--- config.mk ---
export PLATFORM = sky130hd
export DESIGN_NAME = bidir_step_divider
export DESIGN_NICKNAME = d
export VERILOG_FILES = /design/src/rtl/sdiv_pkg.sv /design/src/rtl/sdiv_ratio_reg.sv /design/src/rtl/sdiv_accum.sv /design/src/rtl/sdiv_out_stage.sv /design/src/rtl/bidir_step_divider.sv
export SDC_FILE = /design/constraint.sdc
export NUM_CORES = 1
export LEC_CHECK = 0
export ABC_AREA = 1
export CORE_UTILIZATION = 58
export DETAILED_ROUTE_END_ITERATION = 6
export PLACE_DENSITY = 0.89
export SLEW_MARGIN = 20
export SYNTH_ARGS = -nofsm -noshare
export SYNTH_HDL_FRONTEND = slang
export SYNTH_SLANG_ARGS = --single-unit
--- constraint.sdc ---
create_clock -name clk -period 2.9 [get_ports clk]
set_input_delay 0.435 -clock clk [delete_from_list [all_inputs] [get_ports clk]]
set_output_delay 0.435 -clock clk [all_outputs]
set_load 0.02 [all_outputs]
--- src/rtl/sdiv_pkg.sv ---
package sdiv_pkg;

  // Per-cycle decision taken by the accumulator.
  typedef enum logic [2:0] {
    ACT_HOLD     = 3'd0,
    ACT_MOVE     = 3'd1,
    ACT_FIRE_POS = 3'd2,
    ACT_FIRE_NEG = 3'd3,
    ACT_CLEAR    = 3'd4
  } sdiv_act_e;

  localparam logic DIR_FWD = 1'b1;
  localparam logic DIR_REV = 1'b0;

endpackage

--- src/rtl/sdiv_ratio_reg.sv ---
module sdiv_ratio_reg #(
  parameter int RATIO_W     = 8,
  parameter int RESET_RATIO = 3
) (
  input  logic               clk,
  input  logic               rst_n,
  input  logic               we,
  input  logic [RATIO_W-1:0] wdata,
  output logic [RATIO_W-1:0] ratio_eff,
  output logic               load_evt
);

  localparam logic [RATIO_W-1:0] RST_VAL = RATIO_W'(RESET_RATIO);

  logic [RATIO_W-1:0] ratio_q;

  // A zero ratio is meaningless for a divider: run it as divide-by-one.
  function automatic logic [RATIO_W-1:0] sanitize(input logic [RATIO_W-1:0] r);
    if (r == '0) return {{(RATIO_W-1){1'b0}}, 1'b1};
    return r;
  endfunction

  always_ff @(posedge clk or negedge rst_n) begin
    if (!rst_n)  ratio_q <= RST_VAL;
    else if (we) ratio_q <= wdata;
  end

  assign ratio_eff = sanitize(ratio_q);
  assign load_evt  = we;

endmodule

--- src/rtl/sdiv_accum.sv ---
module sdiv_accum
  import sdiv_pkg::*;
#(
  parameter int RATIO_W = 8,
  localparam int CNT_W  = RATIO_W + 2
) (
  input  logic                    clk,
  input  logic                    rst_n,
  input  logic                    clear,
  input  logic                    step,
  input  logic                    dir,
  input  logic [RATIO_W-1:0]      ratio_eff,
  output logic signed [CNT_W-1:0] count,
  output sdiv_act_e               action
);

  logic signed [CNT_W-1:0] nxt;
  logic signed [CNT_W-1:0] lim;

  function automatic logic signed [CNT_W-1:0] widen(input logic [RATIO_W-1:0] r);
    return signed'({2'b00, r});
  endfunction

  function automatic logic signed [CNT_W-1:0] delta(input logic d);
    if (d == DIR_FWD) return signed'({{(CNT_W-1){1'b0}}, 1'b1});
    return signed'({CNT_W{1'b1}});
  endfunction

  function automatic sdiv_act_e classify(
    input logic                    clr,
    input logic                    stp,
    input logic signed [CNT_W-1:0] cand,
    input logic signed [CNT_W-1:0] thr
  );
    if (clr)          return ACT_CLEAR;
    if (!stp)         return ACT_HOLD;
    if (cand == thr)  return ACT_FIRE_POS;
    if (cand == -thr) return ACT_FIRE_NEG;
    return ACT_MOVE;
  endfunction

  assign lim    = widen(ratio_eff);
  assign nxt    = count + delta(dir);
  assign action = classify(clear, step, nxt, lim);

  always_ff @(posedge clk or negedge rst_n) begin
    if (!rst_n) begin
      count <= '0;
    end else begin
      unique case (action)
        ACT_MOVE:                            count <= nxt;
        ACT_CLEAR, ACT_FIRE_POS, ACT_FIRE_NEG: count <= '0;
        default:                             count <= count;
      endcase
    end
  end

endmodule

--- src/rtl/sdiv_out_stage.sv ---
module sdiv_out_stage
  import sdiv_pkg::*;
(
  input  logic      clk,
  input  logic      rst_n,
  input  sdiv_act_e action,
  output logic      step_q,
  output logic      dir_q
);

  always_ff @(posedge clk or negedge rst_n) begin
    if (!rst_n) begin
      step_q <= 1'b0;
      dir_q  <= DIR_FWD;
    end else begin
      step_q <= (action == ACT_FIRE_POS) || (action == ACT_FIRE_NEG);
      if (action == ACT_FIRE_POS)      dir_q <= DIR_FWD;
      else if (action == ACT_FIRE_NEG) dir_q <= DIR_REV;
    end
  end

endmodule

--- src/rtl/bidir_step_divider.sv ---
module bidir_step_divider
  import sdiv_pkg::*;
#(
  parameter int RATIO_W     = 8,
  parameter int RESET_RATIO = 3
) (
  input  logic               clk,
  input  logic               rst_n,
  input  logic               ratio_we,
  input  logic [RATIO_W-1:0] ratio_wdata,
  input  logic               step_in,
  input  logic               dir_in,
  output logic               step_out,
  output logic               dir_out
);

  localparam int CNT_W = RATIO_W + 2;

  logic [RATIO_W-1:0]      eff_n;
  logic                    load_evt;
  logic signed [CNT_W-1:0] acc_count;
  sdiv_act_e               acc_action;
  logic                    fire_pos;
  logic                    fire_neg;

  sdiv_ratio_reg #(
    .RATIO_W    (RATIO_W),
    .RESET_RATIO(RESET_RATIO)
  ) u_ratio (
    .clk      (clk),
    .rst_n    (rst_n),
    .we       (ratio_we),
    .wdata    (ratio_wdata),
    .ratio_eff(eff_n),
    .load_evt (load_evt)
  );

  sdiv_accum #(
    .RATIO_W(RATIO_W)
  ) u_accum (
    .clk      (clk),
    .rst_n    (rst_n),
    .clear    (load_evt),
    .step     (step_in),
    .dir      (dir_in),
    .ratio_eff(eff_n),
    .count    (acc_count),
    .action   (acc_action)
  );

  // Named threshold events, brought out for the checker.
  assign fire_pos = (acc_action == ACT_FIRE_POS);
  assign fire_neg = (acc_action == ACT_FIRE_NEG);

  sdiv_out_stage u_out (
    .clk   (clk),
    .rst_n (rst_n),
    .action(acc_action),
    .step_q(step_out),
    .dir_q (dir_out)
  );

endmodule

* Word-level counts from Yosys, hierarchy flattened
Index checks and enable logic that the tools add are counted.
** Word-level totals
- Logic and storage cells :: 44
- Input bits :: 13
- Flip-flop bits (word level) :: 20
- Output and inout port bits :: 2
** Operators by class
- Reduce and logical (&&, ||, !) cells :: 5
- Eq/ne operators :: 6
- Add/subtract/negate cells :: 2
- Muxes and demuxes :: 27
** Operator list (count)
- $mux 3 :: 8
- $mux 10 :: 2
- $pmux 10 s2 :: 1
- $mux 8 :: 2
- $mux 1 :: 14
- $add 10x10->10 :: 1
- $eq 10x10->1 :: 1
- $eq 10x9->1 :: 1
- $neg 8->10 :: 1
- $logic_not 8->1 :: 1
- $eq 3x2->1 const B :: 2
- $reduce_bool 2->1 :: 2
- $eq 3x1->1 const B :: 1
- $eq 3x3->1 const B :: 1
- $reduce_or 3->1 :: 1
- $logic_or 1x1->1 :: 1

* Logic depth before layout (Yosys ltp)
- Depth after elaboration :: 17
- Gate-level depth with buffers :: 19
- Mapped depth without buffers :: 18

* Cells and area by module
From an unflattened synthesis, not the netlist that was laid out.
** Unflattened totals
- Cell total of the unflattened synthesis :: 315
- Area, all modules :: 1910.6 um^2
** By module, submodules not included
- sdiv_accum :: cells an instance 259, area each 1457.6 um^2, seq. area each 250.2 um^2, instances 1
- sdiv_ratio_reg :: cells an instance 47, area each 371.6 um^2, seq. area each 202.7 um^2, instances 1
- sdiv_out_stage :: cells an instance 9, area each 81.3 um^2, seq. area each 51.3 um^2, instances 1

* Least setup slack after synthesis
No wires, ideal clock.
- Path kind :: register to register
- From :: register u_ratio.ratio_q[1]
- To :: register u_accum.count[3]
- Path buffers :: 1
- Required time :: 2782 ps
- Clock period less this slack :: 2235 ps
- Data arrival time :: 2117 ps
- Path slack :: 665 ps
- Setup time :: 118 ps
- Cell stages (with the launch flop) :: 20
- Cells stage by stage :: dfstp_2 inv_2 nand2_1 nor2_1 nand2_1 nand2_1 inv_1 ha_1 inv_1 nor3_1 nand2_1 xor2_1 inv_1 nand2_1 nand2_1 inv_1 nand4_2 buf_6 nand4_1 nand2_1
** Between the ends
- Word-level cells in the longest chain between the ends :: 16
- Elaborated cells between the ends (all ways) :: 26
- Classes of those cells :: add/sub (1); eq/ne (6); mux (16); reduce/logical (3)
** Ends and longest elaborated chain
- from (decl) :: RTL line sdiv_ratio_reg.sv:15 : logic [RATIO_W-1:0] ratio_q;
- from (signal assigned) :: RTL line sdiv_ratio_reg.sv:25 : else if (we) ratio_q <= wdata;
- $logic_not 8->1 :: RTL line sdiv_ratio_reg.sv:19 : if (r == '0) return {{(RATIO_W-1){1'b0}}, 1'b1};
- $mux 1 :: RTL line sdiv_ratio_reg.sv:19
- $mux 8 * :: RTL line sdiv_ratio_reg.sv:20 : return r;
- $neg 8->10 :: RTL line sdiv_accum.sv:38 : if (cand == -thr) return ACT_FIRE_NEG;
- $eq 10x10->1 :: RTL line sdiv_accum.sv:38
- $mux 1 (2 in a row) :: RTL line sdiv_accum.sv:38
- $mux 1 :: RTL line sdiv_accum.sv:37 : if (cand == thr) return ACT_FIRE_POS;
- $mux 1 :: RTL line sdiv_accum.sv:36 : if (!stp) return ACT_HOLD;
- $mux 3 :: RTL line sdiv_accum.sv:39 : return ACT_MOVE;
- $mux 3 * :: RTL line sdiv_accum.sv:38
- $mux 3 * :: RTL line sdiv_accum.sv:37
- $mux 3 * :: RTL line sdiv_accum.sv:36
- $eq 3x2->1 / $eq 3x3->1 (equally long branches) :: RTL line sdiv_accum.sv:50 : unique case (action)
- $reduce_or 3->1 :: RTL line sdiv_accum.sv:50
- $pmux 10 s2 / $reduce_bool 2->1 (equally long branches)
- to (signal assigned) :: RTL line sdiv_accum.sv:51 : ACT_MOVE: count <= nxt;
- to (signal assigned) :: RTL line sdiv_accum.sv:53 : default: count <= count;
- to (decl) :: RTL line sdiv_accum.sv:13 : output logic signed [CNT_W-1:0] count,
Every way passes the cells marked *; elsewhere a longest branch is shown, timed or not. The select of a mux whose other input is x is not followed.
A chain may end at the register's enable or synchronous reset.

* Worst setup path after layout
- From :: input port dir_in
- To :: register u_accum.count[6]
** Between the ends
- Word-level cells in the longest chain between the ends :: 15
- Elaborated cells between the ends (all ways) :: 25
- Classes of those cells :: add/sub (1); eq/ne (6); mux (16); reduce/logical (2)
** Ends and longest elaborated chain
- from (decl) :: RTL line bidir_step_divider.sv:12 : input logic dir_in,
- $mux 1 * :: RTL line sdiv_accum.sv:25 : if (d == DIR_FWD) return signed'({{(CNT_W-1){1'b0}}, 1'b1});
- $mux 10 * :: RTL line sdiv_accum.sv:26 : return signed'({CNT_W{1'b1}});
- $add 10x10->10 * :: RTL line sdiv_accum.sv:43 : assign nxt = count + delta(dir);
- $eq 10x10->1 :: RTL line sdiv_accum.sv:38
- $mux 1 (2 in a row) :: RTL line sdiv_accum.sv:38
- $mux 1 :: RTL line sdiv_accum.sv:37
- $mux 1 :: RTL line sdiv_accum.sv:36
- $mux 3 :: RTL line sdiv_accum.sv:39
- $mux 3 :: RTL line sdiv_accum.sv:38
- $mux 3 :: RTL line sdiv_accum.sv:37
- $mux 3 :: RTL line sdiv_accum.sv:36
- $eq 3x2->1 / $eq 3x3->1 (equally long branches) :: RTL line sdiv_accum.sv:50
- $reduce_or 3->1 :: RTL line sdiv_accum.sv:50
- $pmux 10 s2 / $reduce_bool 2->1 (equally long branches)
Marked as above.

==> PnR_summary.wiki <==
{| class="wikitable"
! Metric !! Value
|-
| Area share of and/or/nand/nor cells after synthesis || between 40% and 50%
|-
| Io pins || 15
|-
| Detail-routed via count per cell || 5.58
|-
| Max-slew headroom || about two fifths
|-
| Hold buffer count at cts || 0
|-
| Pre-Repair DR Iteration Count || 5
|-
| Met2 usage || roughly 50%
|-
| Switching power total || 0.388 mW
|-
| Transition time at the pin with the least slew margin || 900 ps
|-
| CTS-repair resized insts || 0
|-
| Initial Utilization || 62.8%
|-
| Share of the core filled with cells in the final layout || approximately three quarters
|-
| Layout Nets || 336
|-
| Setup repair bufs after CTS || 0
|-
| Via count of the first global-routing pass || 1753
|-
| Clock latency at the later pin of the worst-skew pair || 300 ps
|-
| Critical Path RT || 3100 ps
|-
| Final Slew Violations || 0
|-
| DRC marker count from the first detailed-route iteration || 103
|-
| Dominant combinational cell family by area after synthesis || simple AND/OR/NAND/NOR gates
|-
| Kind of critical path || input port to flip-flop
|-
| Sw frac || 41.5%
|-
| Leakage power summed over all cells || 1.20 nW
|-
| Grt met1 use || between 40% and 50%
|-
| Cell Chain, Critical Path || clkdlybuf4s50_1 -> inv_1 -> ha_1 -> or2_4 -> nand3_2 -> nand2_2 -> nand2_1 -> nand2_1 -> nand2_1 -> nand3_1 -> nor2_1 -> nand4_2 -> buf_4 -> nand4_1 -> nand2_1
|-
| Arrival time at the worst endpoint || 2910 ps
|-
| Adder and majority gate portion of the synthesized area || 7.40%
|-
| Clock buffers created by TritonCTS || 3
|-
| Antenna cell count || 0
|-
| Sequential-to-total area share from yosys stat || 28.1%
|-
| Routed WL || 4.45 mm
|-
| Setup slack after layout || 194 ps
|-
| Cell area after synthesis || approximately 1800 um2
|-
| First-pass GRT wire length || 7.66 mm
|-
| Cell-internal power || 0.547 mW
|-
| Post-detailed-route DRC marker count || 0
|-
| Summed area of non-filler cells in the final layout || 2100 um2
|-
| Routability Congestion || 0.944
|-
| DIE AREA || roughly 3300 um2
|-
| Final critical delay including setup and external delays || roughly 2700 ps
|-
| Register area || 504 um2
|-
| Number of vias after detailed routing || 1915
|-
| HPWL Detailed || 3.61 mm
|-
| Fillcell total || 240
|-
| Slowest CP cell || sky130_fd_sc_hd__clkdlybuf4s50_1
|-
| GR Util All Layers || between 30 and 40%
|-
| Routed length per instance || 13.0 um
|-
| Clock group share of total power || 14.9%
|-
| Total grt overflow || 0
|-
| Highest-utilization routing layer at the global route stage || met2
|-
| Setup repair after global routing missed its margin || no
|-
| Share of the synthesized area in compound gates (AO/OA/AOI/OAI) || 4.12%
|-
| Critical path buffer and inverter count || 3
|-
| Antenna violation net count after detailed routing || 0
|-
| Maximum number of pins on one net before global-route repair || 21
|-
| Multiplexer share of the synthesized area || 0%
|-
| Critical Path Fanout Max || 8
|-
| Core Footprint || 2850 um2
|-
| Post-Place Setup Slack || -109 ps
|-
| Top area cells in the synthesized netlist || sky130_fd_sc_hd__dfrtp_1 (24%), sky130_fd_sc_hd__nand2_1 (21%), sky130_fd_sc_hd__inv_1 (8.6%)
|-
| Final number of setup-violating endpoints || 0
|-
| Syn nets || 305
|-
| Layout overhead on the synthesized area || 17.2%
|-
| Number of unique standard cell types used by synthesis || 26
|-
| Post-synthesis xor/xnor area fraction || 1.96%
|-
| Worst hold slack || 491 ps
|-
| Share of power burned in registers || 35.4%
|-
| Outcome || finished, final reports clean
|-
| Total power divided by cell area || 445 nW/um2
|-
| Met3 Usage GRT || 3.85%
|-
| Number of cells produced by synthesis || 282
|-
| Clock edge transition at the registers on the reported setup and hold paths || 110 ps
|-
| Peak supply drop || 348 uV
|-
| #FFs+latches synth || 20
|-
| Final-report hold violation count || 0
|-
| Part of the power in combinational logic || 49.7%
|-
| Max-capacitance violation count || 0
|-
| Largest area contributor in the netlist || sky130_fd_sc_hd__dfrtp_1
|-
| CTS tree || done
|-
| Standard cell area after detailed placement || approximately 2100 um2
|-
| DIE HEIGHT || 57.6 um
|-
| Number of buffers on the longest clock path || 2
|-
| Number of sinks handled by clock tree synthesis || 20
|-
| Level count of the clock H-tree || 1
|-
| Maximum clock rate || about 370 MHz
|-
| Antenna violations before repair || 0
|-
| Family with the most delay on the worst path || simple AND/OR/NAND/NOR gates
|-
| Number of warnings printed during yosys synthesis || 0
|-
| Number of buffer cells added on primary ports || 14
|-
| Total negative slack for setup checks || 0 ps
|-
| Share of Yosys cell area claimed by the top area cell type || 23.7%
|-
| Period utilization || 93.3%
|-
| Clock skew after layout || 1.54 ps
|-
| Die X-Extent || 57.6 um
|-
| Critical Path End Type || flip-flop
|-
| Standard-cell rows || 19
|-
| Area used by multi-input combinational logic || 1100 um2
|-
| Mean post-synth cell area || 6.35 um2
|-
| CP dominant cell by count || sky130_fd_sc_hd__nand2_1
|-
| Hold crit path type || flip-flop to flip-flop
|-
| Fraction of layout cells with a size suffix above 1 || 14.1%
|-
| Launching element type of the critical path || input port
|-
| Stage delay of the slowest cell on the critical path || 540 ps
|-
| Buffer cell driving the clock tree root || sky130_fd_sc_hd__clkbuf_4
|}
-- Yosys cell counts, drive strengths merged --
cell / instances
fa: 1
buf: 4
nand3b: 1
dfrtp: 17
or2: 1
o21ai: 8
nor2: 22
clkinv: 1
clkbuf: 1
nand2: 110
a21oi: 4
nand3: 34
a31oi: 1
nor3: 2
dfstp: 3
nand4: 15
inv: 43
o21bai: 1
xor2: 4
ha: 9
-- final timing paths --
kind / slack, ps / end / cells after the start / start
max: 190 / u_accum.count[6] / 15 / dir_in
min: 490 / u_out.dir_q / 2 / u_out.dir_q
max reg2reg: 330 / u_accum.count[6] / 18 / u_ratio.ratio_q[1]
min reg2reg: 490 / u_out.dir_q / 2 / u_out.dir_q
max in group asynchronous: 1730 / u_accum.count[3] / 1 / rst_n
min in group asynchronous: 630 / u_ratio.ratio_q[4] / 1 / rst_n
-- cell families after synthesis --
group / Yosys count
buf+inv: 49
xor+xnor: 4
fa+ha+maj: 10
compound gates: 14
simple gates: 185
flops: 20
-- layout by cell type (no fill, tap or decap) --
| master | n |
|---|---|
| sky130_fd_sc_hd__nand4_1 | 14 |
| sky130_fd_sc_hd__nand2_1 | 102 |
| sky130_fd_sc_hd__dfrtp_1 | 17 |
| sky130_fd_sc_hd__clkdlybuf4s50_1 | 14 |
| sky130_fd_sc_hd__nor2_1 | 19 |
| sky130_fd_sc_hd__a21oi_1 | 4 |
| sky130_fd_sc_hd__nand2_2 | 8 |
| sky130_fd_sc_hd__clkinv_1 | 1 |
| sky130_fd_sc_hd__ha_1 | 9 |
| sky130_fd_sc_hd__nor3_2 | 1 |
| sky130_fd_sc_hd__nand3_4 | 1 |
| sky130_fd_sc_hd__nand4_2 | 1 |
| sky130_fd_sc_hd__inv_2 | 2 |
| sky130_fd_sc_hd__a31oi_1 | 1 |
| sky130_fd_sc_hd__nand3_1 | 29 |
| sky130_fd_sc_hd__clkbuf_4 | 3 |
| sky130_fd_sc_hd__buf_4 | 17 |
| sky130_fd_sc_hd__o21bai_1 | 1 |
| sky130_fd_sc_hd__fa_1 | 1 |
| sky130_fd_sc_hd__xor2_1 | 4 |
| sky130_fd_sc_hd__nor3_1 | 1 |
| sky130_fd_sc_hd__o21ai_0 | 8 |
| sky130_fd_sc_hd__nor2_2 | 3 |
| sky130_fd_sc_hd__clkbuf_1 | 1 |
| sky130_fd_sc_hd__inv_1 | 41 |
| sky130_fd_sc_hd__nand3b_1 | 1 |
| sky130_fd_sc_hd__nand3_2 | 4 |
| sky130_fd_sc_hd__or2_4 | 1 |
| sky130_fd_sc_hd__dfstp_2 | 3 |
-- routing by layer --
| metal | share of wire [%] | up-vias |
|---|---|---|
| met5 | 0 | - |
| met1 | 44 | 858 |
| met3 | 5.8 | 13 |
| met2 | 48 | 82 |
| met4 | 2.9 | 0 |
| li1 | - | 962 |
-- power groups by stage --
stage / clock (mW) / combinational (mW) / sequential, mW
after global routing: 0.151 / 0.521 / 0.334
final: 0.139 / 0.465 / 0.330
after global placement: 0 / 0.434 / 0.334
after CTS: 0.141 / 0.455 / 0.329
after floorplan: 0 / 0.301 / 0.330
after detailed placement: 0 / 0.451 / 0.335
-- layout make-up --
class                   instances  area share, %
multi-input cells             213           52.3
flip-flops and latches         20           24.0
repair buffers                 31           12.7
inverters                      44           7.86
well taps                      31           1.85
clock buffers                   4           1.25
-- worst reg2reg max path, stage by stage (launching register included) --
cell	delay, ps
sky130_fd_sc_hd__dfstp_2	550
sky130_fd_sc_hd__inv_2	60
sky130_fd_sc_hd__nand2_1	120
sky130_fd_sc_hd__nor2_1	50
sky130_fd_sc_hd__nand2_1	90
sky130_fd_sc_hd__nand2_1	70
sky130_fd_sc_hd__inv_1	60
sky130_fd_sc_hd__ha_1	150
sky130_fd_sc_hd__inv_1	60
sky130_fd_sc_hd__nor3_2	220
sky130_fd_sc_hd__inv_1	110
sky130_fd_sc_hd__nor2_1	130
sky130_fd_sc_hd__nand3b_1	120
sky130_fd_sc_hd__nand2_1	80
sky130_fd_sc_hd__nor2_2	140
sky130_fd_sc_hd__nand4_2	140
sky130_fd_sc_hd__buf_4	190
sky130_fd_sc_hd__nand4_1	60
sky130_fd_sc_hd__nand2_1	60
-- registers in the layout (all words and copies together), names as in the netlist --
signal / count
u_out.dir_q: 1
u_accum.count: 10
u_ratio.ratio_q: 8
u_out.step_q: 1
-- metrics by stage --
| stage | power, mW | std cells |
|---|---|---|
| detailed placement | 0.786 | 339 |
| CTS | 0.925 | 343 |
| floorplan | 0.631 | 282 |
| global placement | 0.768 | 339 |
| global route | 1.01 | 343 |
| finish | 0.935 | 343 |
No activity file was read; power rests on OpenSTA's default activity.
